[src/rtl/irq_vec_pkg.sv]
package irq_vec_pkg;
  typedef enum logic [1:0] {
    ACK_IDLE  = 2'd0,
    ACK_FIRST = 2'd1,
    ACK_GAP   = 2'd2,
    ACK_SECOND = 2'd3
  } ack_state_e;
endpackage

[src/rtl/irq_rst_sync.sv]
module irq_rst_sync (
  input  logic clk_i,
  input  logic rst_ni,
  output logic rst_sync_no
);
  logic [1:0] stage_q;
  logic [1:0] stage_d;

  always_comb begin
    stage_d = {stage_q[0], 1'b1};
  end

  always_ff @(posedge clk_i or negedge rst_ni) begin
    if (!rst_ni) stage_q <= 2'b00;
    else         stage_q <= stage_d;
  end

  assign rst_sync_no = stage_q[1];
endmodule

[src/rtl/irq_req_capture.sv]
module irq_req_capture #(
  parameter int NUM_REQ = 8,
  parameter int SYNC_STAGES = 2
) (
  input  logic               clk_i,
  input  logic               rst_ni,
  input  logic               edge_mode_i,
  input  logic [NUM_REQ-1:0] req_ni,
  input  logic               clr_i,
  output logic [NUM_REQ-1:0] pend_o
);
  logic [NUM_REQ-1:0] sync_q [SYNC_STAGES];
  logic [NUM_REQ-1:0] act_s;
  logic [NUM_REQ-1:0] prev_q;
  logic [NUM_REQ-1:0] rise;
  logic [NUM_REQ-1:0] lat_q;
  logic [NUM_REQ-1:0] lat_d;

  // active-high synchronizer chain
  generate
    for (genvar s = 0; s < SYNC_STAGES; s++) begin : g_sync
      always_ff @(posedge clk_i or negedge rst_ni) begin
        if (!rst_ni) sync_q[s] <= '0;
        else if (s == 0) sync_q[s] <= ~req_ni;
        else sync_q[s] <= sync_q[(s == 0) ? 0 : s-1];
      end
    end
  endgenerate

  assign act_s = sync_q[SYNC_STAGES-1];
  assign rise  = act_s & ~prev_q;

  generate
    for (genvar i = 0; i < NUM_REQ; i++) begin : g_lat
      always_comb begin
        if (!edge_mode_i) lat_d[i] = 1'b0;
        else              lat_d[i] = (lat_q[i] & ~clr_i) | rise[i];
      end

      // clear at the first acknowledge wins unless a new edge lands
      a_r5_clear_on_ack: assert property (@(posedge clk_i) disable iff (!rst_ni)
        (edge_mode_i && clr_i && !rise[i]) |=> !lat_q[i]);
      // a latched request survives until acknowledged
      a_r4_latch_holds: assert property (@(posedge clk_i) disable iff (!rst_ni)
        (edge_mode_i && lat_q[i] && !clr_i) |=> (lat_q[i] || !edge_mode_i));
    end
  endgenerate

  always_ff @(posedge clk_i or negedge rst_ni) begin
    if (!rst_ni) begin
      prev_q <= '0;
      lat_q  <= '0;
    end else begin
      prev_q <= act_s;
      lat_q  <= lat_d;
    end
  end

  assign pend_o = edge_mode_i ? lat_q : act_s;
endmodule

[src/rtl/irq_ack_seq.sv]
module irq_ack_seq
  import irq_vec_pkg::*;
#(
  parameter int VEC_W = 8
) (
  input  logic             clk_i,
  input  logic             rst_ni,
  input  logic             inta_ni,
  input  logic [VEC_W-1:0] vec_next_i,
  output logic             ack_start_o,
  output logic             vec_oe_o,
  output logic [VEC_W-1:0] vec_o
);
  ack_state_e       state_q, state_d;
  logic [VEC_W-1:0] cap_q, cap_d;
  logic             cap_en;

  always_comb begin
    state_d = state_q;
    unique case (state_q)
      ACK_IDLE:   if (!inta_ni) state_d = ACK_FIRST;
      ACK_FIRST:  if (inta_ni)  state_d = ACK_GAP;
      ACK_GAP:    if (!inta_ni) state_d = ACK_SECOND;
      ACK_SECOND: if (inta_ni)  state_d = ACK_IDLE;
      default:                  state_d = ACK_IDLE;
    endcase
  end

  assign cap_en      = (state_q == ACK_IDLE) && !inta_ni;
  assign ack_start_o = cap_en;
  assign cap_d       = cap_en ? vec_next_i : cap_q;

  always_ff @(posedge clk_i or negedge rst_ni) begin
    if (!rst_ni) begin
      state_q <= ACK_IDLE;
      cap_q   <= '0;
    end else begin
      state_q <= state_d;
      cap_q   <= cap_d;
    end
  end

  assign vec_oe_o = (state_q == ACK_SECOND);
  assign vec_o    = vec_oe_o ? cap_q : '0;

  // enable rises only after a low strobe, falls only after a high one
  a_r8_oe_rise: assert property (@(posedge clk_i) disable iff (!rst_ni)
    $rose(vec_oe_o) |-> $past(!inta_ni));
  a_r8_oe_fall: assert property (@(posedge clk_i) disable iff (!rst_ni)
    $fell(vec_oe_o) |-> $past(inta_ni));
  // vector steady while driven
  a_r7_vec_steady: assert property (@(posedge clk_i) disable iff (!rst_ni)
    (vec_oe_o && $past(vec_oe_o)) |-> $stable(vec_o));
endmodule

[src/rtl/irq_vector_responder.sv]
module irq_vector_responder #(
  parameter int NUM_REQ = 8,
  parameter int VEC_W = 8,
  parameter int SYNC_STAGES = 2
) (
  input  logic               clk_i,
  input  logic               rst_ni,
  input  logic               edge_mode_i,
  input  logic [NUM_REQ-1:0] req_ni,
  input  logic               inta_ni,
  input  logic [VEC_W-1:0]   vec_base_i,
  output logic               intr_o,
  output logic [VEC_W-1:0]   vec_o,
  output logic               vec_oe_o
);
  logic               rst_sn;
  logic [NUM_REQ-1:0] pend;
  logic [VEC_W-1:0]   pend_ext;
  logic [VEC_W-1:0]   vec_next;
  logic               ack_start;

  irq_rst_sync u_rst (
    .clk_i      (clk_i),
    .rst_ni     (rst_ni),
    .rst_sync_no(rst_sn)
  );

  irq_req_capture #(.NUM_REQ(NUM_REQ), .SYNC_STAGES(SYNC_STAGES)) u_cap (
    .clk_i      (clk_i),
    .rst_ni     (rst_sn),
    .edge_mode_i(edge_mode_i),
    .req_ni     (req_ni),
    .clr_i      (ack_start),
    .pend_o     (pend)
  );

  always_comb begin
    pend_ext = '0;
    pend_ext[NUM_REQ-1:0] = pend;
  end

  assign vec_next = vec_base_i & ~pend_ext;
  assign intr_o   = |pend;

  irq_ack_seq #(.VEC_W(VEC_W)) u_seq (
    .clk_i      (clk_i),
    .rst_ni     (rst_sn),
    .inta_ni    (inta_ni),
    .vec_next_i (vec_next),
    .ack_start_o(ack_start),
    .vec_oe_o   (vec_oe_o),
    .vec_o      (vec_o)
  );

  // bus value is zero whenever the enable is low
  a_r9_quiet_bus: assert property (@(posedge clk_i) disable iff (!rst_sn)
    !vec_oe_o |=> (vec_oe_o || vec_o == '0));
endmodule

[config.mk]
export PLATFORM = sky130hd
export DESIGN_NAME = irq_vector_responder
export DESIGN_NICKNAME = d
export VERILOG_FILES = /design/src/rtl/irq_vec_pkg.sv /design/src/rtl/irq_rst_sync.sv /design/src/rtl/irq_req_capture.sv /design/src/rtl/irq_ack_seq.sv /design/src/rtl/irq_vector_responder.sv
export SDC_FILE = /design/constraint.sdc
export NUM_CORES = 1
export LEC_CHECK = 0
export ABC_CLOCK_PERIOD_IN_PS = 2700
export BUFFER_PORTS_ARGS = -buffer_cell sky130_fd_sc_hd__clkbuf_2
export CORE_MARGIN = 8
export CORE_UTILIZATION = 24
export CTS_BUF_LIST = sky130_fd_sc_hd__clkbuf_4
export DETAILED_ROUTE_END_ITERATION = 12
export GPL_ROUTABILITY_DRIVEN = 0
export PLACE_DENSITY = 0.5
export SLEW_MARGIN = 25
export SYNTH_ARGS = -nofsm -noshare
export SYNTH_HDL_FRONTEND = slang
export SYNTH_SLANG_ARGS = --single-unit
[constraint.sdc]
create_clock -name clk_i -period 2.7 [get_ports clk_i]
set_input_delay 0 -clock clk_i [delete_from_list [all_inputs] [get_ports clk_i]]
set_output_delay 0 -clock clk_i [all_outputs]
set_load 0.02 [all_outputs]
After elaboration in Yosys (flattened, before gate mapping):

Cells that the tools add are included.

* eq/ne operators: 7
* multiplexer cells: 15
* bitwise logic cells: 22
* reductions and logical operators: 5

Operators by type and width (count)
* 8-bit inverter: 3
* 8-bit bitwise AND: 2
* 8-bit 2-to-1 mux: 2
* 1-bit bitwise AND: 8
* 1-bit 2-to-1 mux: 8
* 2-bit 2-to-1 mux: 4
* 2-bit inequality test, second input constant: 4
* 1-bit OR: 8
* 2-bit one-hot mux with 4 select lines: 1
* 8-bit OR reduction: 1
* 2-bit equality test, second input constant: 2
* 4-bit AND reduction: 1
* 2-bit by 1-bit equality test with 1-bit output, second input constant: 1
* 2-bit logical NOT: 1
* 1-bit logical AND: 1
* 1-bit logical NOT: 1
* 1-bit inverter: 1

* bits in registers: 44
* input bits: 20
* word-level logic and storage cells: 56

Depth between registers and ports, before layout:

Gate-level depths: netlist of run 1.

* depth after elaboration: 6
* gate-level depth with buffers: 7
* mapped depth without buffers: 5

Modules after synthesis:

A second synthesis of run 1 with hierarchy kept.

* cells, all modules: 129
* area total of the unflattened synthesis: 1789.2 um^2

By module, submodules not included
* irq_req_capture: times used 1, cells each 74, area an instance 1114.8 um^2, sequential area each 800.8 um^2
* irq_ack_seq: times used 1, cells each 41, area an instance 550.5 um^2, sequential area each 250.2 um^2
* irq_vector_responder: times used 1, cells each 11, area an instance 70.1 um^2, sequential area each 0.0 um^2
* irq_rst_sync: times used 1, cells each 3, area an instance 53.8 um^2, sequential area each 50.0 um^2

Worst setup path after synthesis of run 1:

Ideal clock, no wire load.

* path type: reg2reg
* start point: reg u_seq.state_q[0]
* end point: reg u_seq.state_q[1]
* arrival: 1.320 ns
* required time: 2.575 ns
* slack: 1.255 ns
* cell stages (with the launch flop): 5
* path buffers: 0
* period minus slack after synthesis: 1.445 ns
* path through: dfrtp_1 > ha_1 > nor3_1 > a21oi_1 > mux2_2

* longest elaborated chain between the ends: 3

RTL lines
* start: declaration: line irq_ack_seq.sv:14 `ack_state_e state_q, state_d;`
* start signal: assignment: line irq_ack_seq.sv:38 `state_q <= state_d;`
* 2-bit equality test *
* net vec_oe_o: line irq_vector_responder.sv:14 `output logic vec_oe_o`
* 2-bit inequality test (no line)
* 4-bit AND reduction (no line)

The timed path passes the listed nets; every way through them passes the cells marked *.
A chain may end at the register's enable or synchronous reset.

Final worst setup path of run 1:

* start point: reg u_cap.sync_q, in the netlist u_cap.act_s[2]
* end point: out intr_o

* longest elaborated chain between the ends: 2

RTL lines
* start: declaration: line irq_req_capture.sv:12 `logic [NUM_REQ-1:0] sync_q [SYNC_STAGES];`
* start signal: indexed assignment: line irq_req_capture.sv:24 `else if (s == 0) sync_q[s] <= ~req_ni;`
* start signal: indexed assignment: line irq_req_capture.sv:25 `else sync_q[s] <= sync_q[(s == 0) ? 0 : s-1];`
* 8-bit 2-to-1 mux: line irq_req_capture.sv:59 `assign pend_o = edge_mode_i ? lat_q : act_s;`
* 8-bit OR reduction: line irq_vector_responder.sv:43 `assign intr_o = |pend;`
* end: declaration: line irq_vector_responder.sv:12 `output logic intr_o,`

No other way between the ends.

==> results.yml, run 1 <==
yosys:
  synthXorXnorAreaFrac: 0
  synth_mux_area_frac: 0.0541
  synth-adder-area-share: 0.0296
  syn_nets: 165
  synth_top_family_by_area: "simple AND/OR/NAND/NOR gates"
  synth.distinct_cells: 24
  synth_compound_area_frac: 0.0622
  synth.yosys.seq_area_share: 0.652
  syn_area_mm2: 0.00169
  yosys_warnings: 0
  syn_area_per_cell_um2: 12.0
  yosys.area_share.simple: 0.164
  synthCells: 141
  synth_seq_cells: 44
timing:
  min_period_ps: 1710
  rsz0062_at_grt: "false"
  hold_viol: 0
  finClkSkew_ps: 7.55
  finalCritPeriodShare: 0.632
  final_max_slew_viol_count: 0
  fin_setup_tns_ps: 0
  setup_viol: 0
  slew_headroom: 0.405
  clock.fmax_mhz: 586
  tightest_slew_ps: 892
  fin_ws_ps: 994
  holdWs_ps: 213
cells_and_area:
  final_area_mm2: 0.00220
  drive_gt1_frac: 0.218
  area_growth_pct: 30.4
  num-nets-final: 216
  diodes: 0
  nFillCells: 693
place:
  portBuffers: 29
  placed_area_mm2: 0.00193
  hpwlAfterDp_um: 2170
  post-place-ws_ps: 1200
routing:
  vias: 1064
  drc_errors: 0
  wirelength_um: 3090
  ant_nets: 0
  wire_per_inst_um: 10.7
  vias_per_cell: 3.68
  drt_iter0_drc: 19
  firstDrtPassIters: 2
clock_network:
  postCtsSetupRepairBufs: 0
  htree_levels: 2
  clk_latency_ps: 340
  postCtsResizedCells: 0
  clockBufferDepth: 2
  cts_tree: "built"
  clk_pin_slew_ps: 120
  root_buffer: "clkbuf_4"
  cts-buffers-inserted: 5
  cts.sinks: 44
global_route:
  antenna_found_initial: 0
  overflow: 0
  grt_first_pass_wirelength_um: 5550
  grt_usage: 0.0686
  grt_max_degree: 43
  grt_pass1_vias: 1212
floorplan:
  coreArea_mm2: 0.00679
  rows: 30
  die_x_um: 99.9
  fp.dieH_um: 99.9
  io_pins: 30
  die_area_mm2: 0.00998
  start_util: 0.249
setup_path:
  cp-end-kind: "output pin"
  cp_num_cells: 4
  cp_data_required_time_ps: 2700
  reg2reg_to: "u_seq.state_q[1]$_DFFE_PN0P_"
  crit_family: "simple AND/OR/NAND/NOR gates"
  endpoint: "intr_o"
  arrival_ps: 1710
  slowest_stage: "or4_4"
  worstSetupStartpointType: "register"
  rrSetupSlack_ps: 1220
  critPathKind: "register to output pin"
  regToRegStartpoint: "u_seq.state_q[0]$_DFFE_PN0P_"
  path_max_fanout: 4
  crit_buf_inv: 1
  rr_worst_depth: 4
  crit_chain: "or4_4, nor3_2, a31oi_1, clkbuf_2"
  crit_start: "u_cap.act_s[2]$_DFF_PN0_"
  cpPeakStageDelay_ps: 540
power:
  vdd_drop_max_uv: 201
  powerDensity_mw_per_mm2: 726
  p_leak_nw: 1.06
outcome:
  status: "complete, no violations"
min_path:
  min_from: "edge_mode_i"
  hold_class: "primary input to register"
run:
  cap_violations: 0
==> cells in the mapped netlist <==
| cell | instances | area share |
|---|---|---|
| a21oi_1 | 9 | 0.027 |
| a31oi_1 | 1 | 0.0037 |
| and2_1 | 8 | 0.030 |
| buf_2 | 2 | 0.0059 |
| buf_4 | 1 | 0.0044 |
| clkbuf_2 | 1 | 0.0030 |
| conb_1 | 1 | 0.0022 |
| dfrtp_1 | 44 | 0.65 |
| ha_1 | 4 | 0.030 |
| inv_1 | 10 | 0.022 |
| mux2_2 | 1 | 0.0067 |
| mux2i_1 | 8 | 0.047 |
| nand2_1 | 16 | 0.036 |
| nand2b_4 | 1 | 0.0081 |
| nor2_1 | 2 | 0.0044 |
| nor2b_1 | 16 | 0.059 |
| nor3_1 | 1 | 0.0030 |
| nor3_2 | 1 | 0.0059 |
| nor4_1 | 2 | 0.0074 |
| o21ai_0 | 8 | 0.024 |
| o22ai_1 | 1 | 0.0037 |
| o31ai_1 | 1 | 0.0044 |
| or4_1 | 1 | 0.0044 |
| or4_4 | 1 | 0.0067 |
==> what timing repair did <==
action                                 in CTS  in global routing
hold buffers                               19                  0
endpoints found under the hold margin      19                  0
setup endpoints to repair                   0                  0
==> per-stage QoR <==
step / util / total power, mW / cells
after floorplan: - / 1.10 / 141
after global placement: 0.285 / 1.18 / 262
after detailed placement: 0.285 / 1.20 / 262
after CTS: 0.324 / 1.64 / 289
after global routing: 0.324 / 1.73 / 289
final: 0.324 / 1.60 / 289
==> per-layer routing <==
metal | vias to the layer above | routed length, um | track usage
li1 | 559 | - | -
met2 | 28 | 1230 | 0.103
met1 | 472 | 1620 | 0.0858
met3 | 5 | 208 | 0.0270
met5 | - | 0 | 0
met4 | 0 | 40 | 0.0279
==> cell type report <==
type | count | area, um^2 | share of cell area
clock inverter | 2 | 35.0 | 0.0159
inverter | 10 | 37.5 | 0.0170
tap | 96 | 120 | 0.0545
sequential | 44 | 1100 | 0.500
clock buffer | 6 | 45.0 | 0.0204
timing repair buffer | 48 | 335 | 0.152
multi-input combinational | 83 | 528 | 0.240
==> cells in the final DEF (no fill, tap or decap), types with 2 or more instances in the layout <==
cell type,count
clkbuf_4,6
dfrtp_1,43
nor2b_1,16
mux2i_1,8
nor2_1,2
nand2_1,16
a21oi_1,9
dlygate4sd3_1,19
inv_1,10
nor4_1,2
ha_1,4
o21ai_0,8
and2_1,8
clkbuf_2,29
==> flip-flops by register name, indices dropped and copies added (netlist names) <==
register,count
u_cap.prev_q,8
u_rst.stage_q,2
u_seq.state_q,2
u_seq.cap_q,8
u_cap.lat_q,8
u_cap.sync_q,8
u_cap.act_s,8
==> where the power goes <==
part	total [mW]	switching, mW	internal, mW
clock network	0.400	0.196	0.204
registers	0.832	0.0707	0.761
logic	0.367	0.205	0.162
==> cell families (layout without fill, tap and decap cells) <==
logic type      count (synthesis)  in the layout
simple gates                   49             49
flops                          44             44
compound gates                 20             20
buf+inv                        14             66
mux                             9              9
fa+ha+maj                       4              4
other cells                     1              1
==> worst min-delay path by stage <==
| stage | cells after the start | endpoint | slack (ps) |
|---|---|---|---|
| floorplan | 0 | u_rst.stage_q[0]$_DFF_PN0_ | -300 |
| global placement | 1 | u_rst.stage_q[0]$_DFF_PN0_ | -210 |
| detailed placement | 1 | u_rst.stage_q[0]$_DFF_PN0_ | -210 |
| CTS | 2 | u_cap.lat_q[3]$_DFF_PN0_ | 190 |
| global route | 2 | u_cap.lat_q[7]$_DFF_PN0_ | 220 |
| finish | 2 | u_cap.lat_q[3]$_DFF_PN0_ | 210 |
Power figures use the tool's default switching activity.
==> inputs of run 2 (changes only) <==
--- a/config.mk
+++ b/config.mk
@@ -5,14 +5,14 @@
 export SDC_FILE = /design/constraint.sdc
 export NUM_CORES = 1
 export LEC_CHECK = 0
-export ABC_CLOCK_PERIOD_IN_PS = 2700
+export ABC_CLOCK_PERIOD_IN_PS = 1400
 export BUFFER_PORTS_ARGS = -buffer_cell sky130_fd_sc_hd__clkbuf_2
 export CORE_MARGIN = 8
 export CORE_UTILIZATION = 24
 export CTS_BUF_LIST = sky130_fd_sc_hd__clkbuf_4
 export DETAILED_ROUTE_END_ITERATION = 12
 export GPL_ROUTABILITY_DRIVEN = 0
-export PLACE_DENSITY = 0.5
+export PLACE_DENSITY = 0.51
 export SLEW_MARGIN = 25
 export SYNTH_ARGS = -nofsm -noshare
 export SYNTH_HDL_FRONTEND = slang
==> constraint.sdc (replaced) <==
create_clock -name clk_i -period 1.4 [get_ports clk_i]
set_input_delay 0 -clock clk_i [delete_from_list [all_inputs] [get_ports clk_i]]
set_output_delay 0 -clock clk_i [all_outputs]
set_load 0.02 [all_outputs]
==> results.yml, run 2 (same netlist as run 1, synthesis figures left out) <==
timing:
  rsz0062_at_grt: "true"
  final_max_slew_viol_count: 0
  fin_ws_ps: -308
  min_period_ps: 1710
  hold_viol: 0
  finalCritPeriodShare: 1.22
  clock.fmax_mhz: 586
  setup_viol: 2
  finClkSkew_ps: 10.2
floorplan:
  fp.dieH_um: 99.9
  die_area_mm2: 0.00998
  io_pins: 30
  start_util: 0.249
  coreArea_mm2: 0.00679
  rows: 30
  die_x_um: 99.9
global_route:
  antenna_found_initial: 0
  grt_max_degree: 43
  grt_usage: 0.0711
  overflow: 0
  grt_pass1_vias: 1199
  grt_first_pass_wirelength_um: 5620
setup_path:
  cpPeakStageDelay_ps: 530
  arrival_ps: 1710
  critPathKind: "register to output pin"
  cp_data_required_time_ps: 1400
  cp-end-kind: "output pin"
  crit_chain: "or4_4, nor3_2, a31oi_1, buf_4"
  crit_buf_inv: 1
  worstSetupStartpointType: "register"
  path_max_fanout: 2
  crit_family: "simple AND/OR/NAND/NOR gates"
  slowest_stage: "or4_4"
place:
  hpwlAfterDp_um: 2220
  placed_area_mm2: 0.00199
  portBuffers: 29
  post-place-ws_ps: -59.3
  placedCellCount: 268
outcome:
  violations: "negative setup slack"
  status: "finished, violations left"
cells_and_area:
  mostFrequentLayoutCells: "41 x dfrtp_1, 19 x dlygate4sd3_1, 19 x clkbuf_2, 16 x nor2b_1, 16 x nand2_1"
  utilization: 0.366
  area_growth_pct: 47.3
  diodes: 0
  final_common_cell: "dfrtp_1"
  nFillCells: 661
  stdcell_count: 303
  drive_gt1_frac: 0.362
  num-nets-final: 232
  final_area_mm2: 0.00249
power:
  p_leak_nw: 1.16
  vdd_drop_max_uv: 353
  powerDensity_mw_per_mm2: 1370
routing:
  vias_per_cell: 3.85
  wire_per_inst_um: 11.4
  wirelength_um: 3450
  drc_errors: 0
  vias: 1167
  ant_nets: 0
  drt_iter0_drc: 16
  firstDrtPassIters: 2
clock_network:
  clockBufferDepth: 2
  clk_pin_slew_ps: 120
  htree_levels: 2
  cts_tree: "built"
  cts-buffers-inserted: 5
  root_buffer: "clkbuf_4"
  cts.sinks: 44
  clk_latency_ps: 340
min_path:
  hold_class: "primary input to register"
run:
  cap_violations: 0
run 2: timing repair:
action | 4_1_cts | 5_1_grt
pin swaps | 9 | 2
hold buffers | 19 | 0
setup endpoints to repair | 10 | 11
gates resized for setup | 33 | 24
setup buffers | 6 | 3
hold endpoints to repair | 19 | 0
gates cloned | 1 | 0
run 2: layout make-up:
class / instances / area [um^2] / share of cell area
multi-input combinational: 83 / 607 / 0.244
tap: 96 / 120 / 0.0483
inverter: 10 / 40.0 / 0.0161
timing repair buffer: 64 / 572 / 0.230
clock buffer: 6 / 45.0 / 0.0181
sequential: 44 / 1100 / 0.444
run 2: report_power, final:
group	leakage, nW	total [mW]	internal (mW)	switching (mW)
logic	0.603	1.24	0.671	0.567
registers	0.532	1.62	1.47	0.145
clock network	0.0276	0.561	0.199	0.362
total	1.16	3.42	2.34	1.07
run 2: path summary, 6_finish.rpt:
path | cells past startpoint | to | slack, ps | startpoint
setup / recovery | 4 | intr_o | -310 | u_cap.act_s[2]$_DFF_PN0_
hold / removal | 2 | u_cap.lat_q[1]$_DFF_PN0_ | 200 | edge_mode_i
setup reg to reg | 5 | u_seq.state_q[1]$_DFFE_PN0P_ | 0 | u_seq.state_q[0]$_DFFE_PN0P_
hold reg to reg | 1 | u_cap.sync_q[10]$_DFF_PN0_ | 240 | u_rst.stage_q[1]$_DFF_PN0_
max in group asynchronous | 3 | u_rst.stage_q[1]$_DFF_PN0_ | 770 | rst_ni
min in group asynchronous | 1 | u_cap.sync_q[10]$_DFF_PN0_ | 240 | u_rst.stage_q[1]$_DFF_PN0_
run 2: per-layer routing:
layer  GRT usage  wire [um]  part of all wire  up-vias
met5           0          0                 0        -
met4      0.0349         54             0.016        0
met3      0.0298        179             0.052        5
met2       0.110       1560              0.45       29
met1      0.0828       1650              0.48      543
li1            -          -                 -      590
run 2: metrics by stage:
step                setup TNS, ps  hold slack [ps]  power, mW
floorplan                       0             -296       2.12
global placement                0             -212       2.32
detailed placement          -59.3             -209       2.36
CTS                          -516              196       3.25
global route                 -724              203       3.64
finish                       -312              197       3.42
==> inputs of run 3 (changes only) <==
--- a/config.mk
+++ b/config.mk
@@ -8,11 +8,10 @@
 export ABC_CLOCK_PERIOD_IN_PS = 1400
 export BUFFER_PORTS_ARGS = -buffer_cell sky130_fd_sc_hd__clkbuf_2
 export CORE_MARGIN = 8
-export CORE_UTILIZATION = 24
-export CTS_BUF_LIST = sky130_fd_sc_hd__clkbuf_4
+export CORE_UTILIZATION = 48
 export DETAILED_ROUTE_END_ITERATION = 12
 export GPL_ROUTABILITY_DRIVEN = 0
-export PLACE_DENSITY = 0.51
+export PLACE_DENSITY = 0.7
 export SLEW_MARGIN = 25
 export SYNTH_ARGS = -nofsm -noshare
 export SYNTH_HDL_FRONTEND = slang
==> results.yml, run 3 (same netlist as run 1, synthesis figures left out) <==
power:
  switching_share: 0.322
  vdd_drop_max_uv: 795
  seqPwrFrac: 0.436
  p_sw_mw: 1.20
  powerDensity_mw_per_mm2: 1510
  p_leak_nw: 1.18
  p_comb_frac: 0.359
  p_int_mw: 2.53
  p_clk_frac: 0.205
floorplan:
  io_pins: 30
  rows: 21
  start_util: 0.502
  die_x_um: 75.3
  coreArea_mm2: 0.00336
  fp.dieH_um: 75.3
  die_area_mm2: 0.00567
timing:
  rsz0062_at_grt: "true"
  fin_ws_ps: -296
  finClkSkew_ps: 10.2
  hold_viol: 0
  finalCritPeriodShare: 1.21
  setup_viol: 8
  final_max_slew_viol_count: 0
  holdWs_ps: 200
  clock.fmax_mhz: 590
  min_period_ps: 1700
  fin_setup_tns_ps: -330
cells_and_area:
  nFillCells: 233
  num-nets-final: 233
  drive_gt1_frac: 0.367
  area_growth_pct: 46.3
  final_common_cell: "dfrtp_1"
  diodes: 0
  mostFrequentLayoutCells: "42 x dfrtp_1, 19 x dlygate4sd3_1, 19 x clkbuf_2, 16 x nor2b_1, 16 x nand2_1"
  stdcell_count: 256
  final_area_mm2: 0.00247
clock_network:
  clk_latency_ps: 350
  cts_tree: "built"
  clk_pin_slew_ps: 120
  cts-buffers-inserted: 5
  htree_levels: 2
  root_buffer: "clkbuf_4"
  clockBufferDepth: 2
  cts.sinks: 44
outcome:
  status: "finished, violations left"
  violations: "negative setup slack"
routing:
  wire_per_inst_um: 15.0
  drt_iter0_drc: 53
  firstDrtPassIters: 4
  ant_nets: 0
  wirelength_um: 3840
  vias: 1238
  drc_errors: 0
  vias_per_cell: 4.84
setup_path:
  worstSetupStartpointType: "register"
  cpPeakStageDelay_ps: 530
  arrival_ps: 1700
  path_max_fanout: 2
  cp_data_required_time_ps: 1400
  crit_chain: "or4_4, nor3_2, a31oi_1, buf_4"
  cp-end-kind: "output pin"
  slowest_stage: "or4_4"
  critPathKind: "register to output pin"
place:
  placed_area_mm2: 0.00191
  hpwlAfterDp_um: 2100
  post-place-ws_ps: -28.3
  portBuffers: 29
  placedCellCount: 217
global_route:
  grt_pass1_vias: 1227
  grt_usage: 0.130
  overflow: 0
  grt_first_pass_wirelength_um: 5480
  grt_max_degree: 25
  antenna_found_initial: 0
run:
  cap_violations: 0
min_path:
  hold_class: "primary input to register"
[run 3: cell count changes in the layout (fill, tap and decap cells not counted), sizes merged]
cell | before | now
clkinvlp | 0 | 1
bufinv | 0 | 1
clkinv | 0 | 1
buf | 26 | 25
clkbuf | 25 | 24
nand2b | 1 | 3
[run 3: final timing paths]
kind                                               from                    endpoint  slack, ps  depth (start not counted)
max in group asynchronous                        rst_ni  u_rst.stage_q[1]$_DFF_PN0_        800                          3
hold / removal                              edge_mode_i    u_cap.lat_q[6]$_DFF_PN0_        200                          2
setup reg to reg           u_seq.state_q[0]$_DFFE_PN0P_    u_cap.lat_q[2]$_DFF_PN0_         30                          6
min in group asynchronous    u_rst.stage_q[1]$_DFF_PN0_   u_cap.prev_q[1]$_DFF_PN0_        220                          1
hold reg to reg              u_rst.stage_q[1]$_DFF_PN0_   u_cap.prev_q[1]$_DFF_PN0_        220                          1
setup / recovery               u_cap.act_s[2]$_DFF_PN0_                      intr_o       -300                          4
[run 3: power by group through the flow]
stage | combinational (mW) | clock (mW) | sequential (mW)
4_1_cts | 1.03 | 0.797 | 1.61
6_report | 1.34 | 0.762 | 1.63
3_3_place_gp | 0.708 | 0 | 1.60
3_5_place_dp | 0.758 | 0 | 1.61
5_1_grt | 1.43 | 0.843 | 1.64
2_1_floorplan | 0.532 | 0 | 1.59
[run 3: what timing repair did]
action | CTS | global route
endpoints found under the hold margin | 19 | 0
gates resized for setup | 33 | 27
gates cloned | 1 | 2
endpoints found under the setup margin | 14 | 25
hold buffers | 19 | 0
setup buffers | 5 | 4
pin swaps | 10 | 3
[run 3: area by class of cell]
cell class              count  area (um^2)  area share
multi-input cells          85          644       0.261
clock inverters             3         42.5      0.0172
well taps                  46         57.6      0.0233
inverters                  10         37.5      0.0152
repair buffers             63          548       0.222
clock buffers               5         37.5      0.0152
flip-flops and latches     44         1100       0.447
[run 3: per-layer routing]
metal	GRT usage	wire length, um	vias to the layer above
li1	-	-	596
met1	0.148	1580	582
met2	0.216	1870	47
met3	0.0368	266	13
met4	0.0704	127	0
met5	0	0	-
[run 3: worst max-delay path: cells and delay by family, from the launching register on]
family,cells,cell delay (ps)
AOI/OAI and AO/OA,1,70
buffers and inverters,1,190
DFF,1,410
and+or+nand+nor,2,680
[run 3: through the flow]
step	power (mW)	utilization
2_1_floorplan	2.12	-
3_3_place_gp	2.30	0.568
3_5_place_dp	2.37	0.568
4_1_cts	3.44	0.698
5_1_grt	3.92	0.735
6_report	3.73	0.735
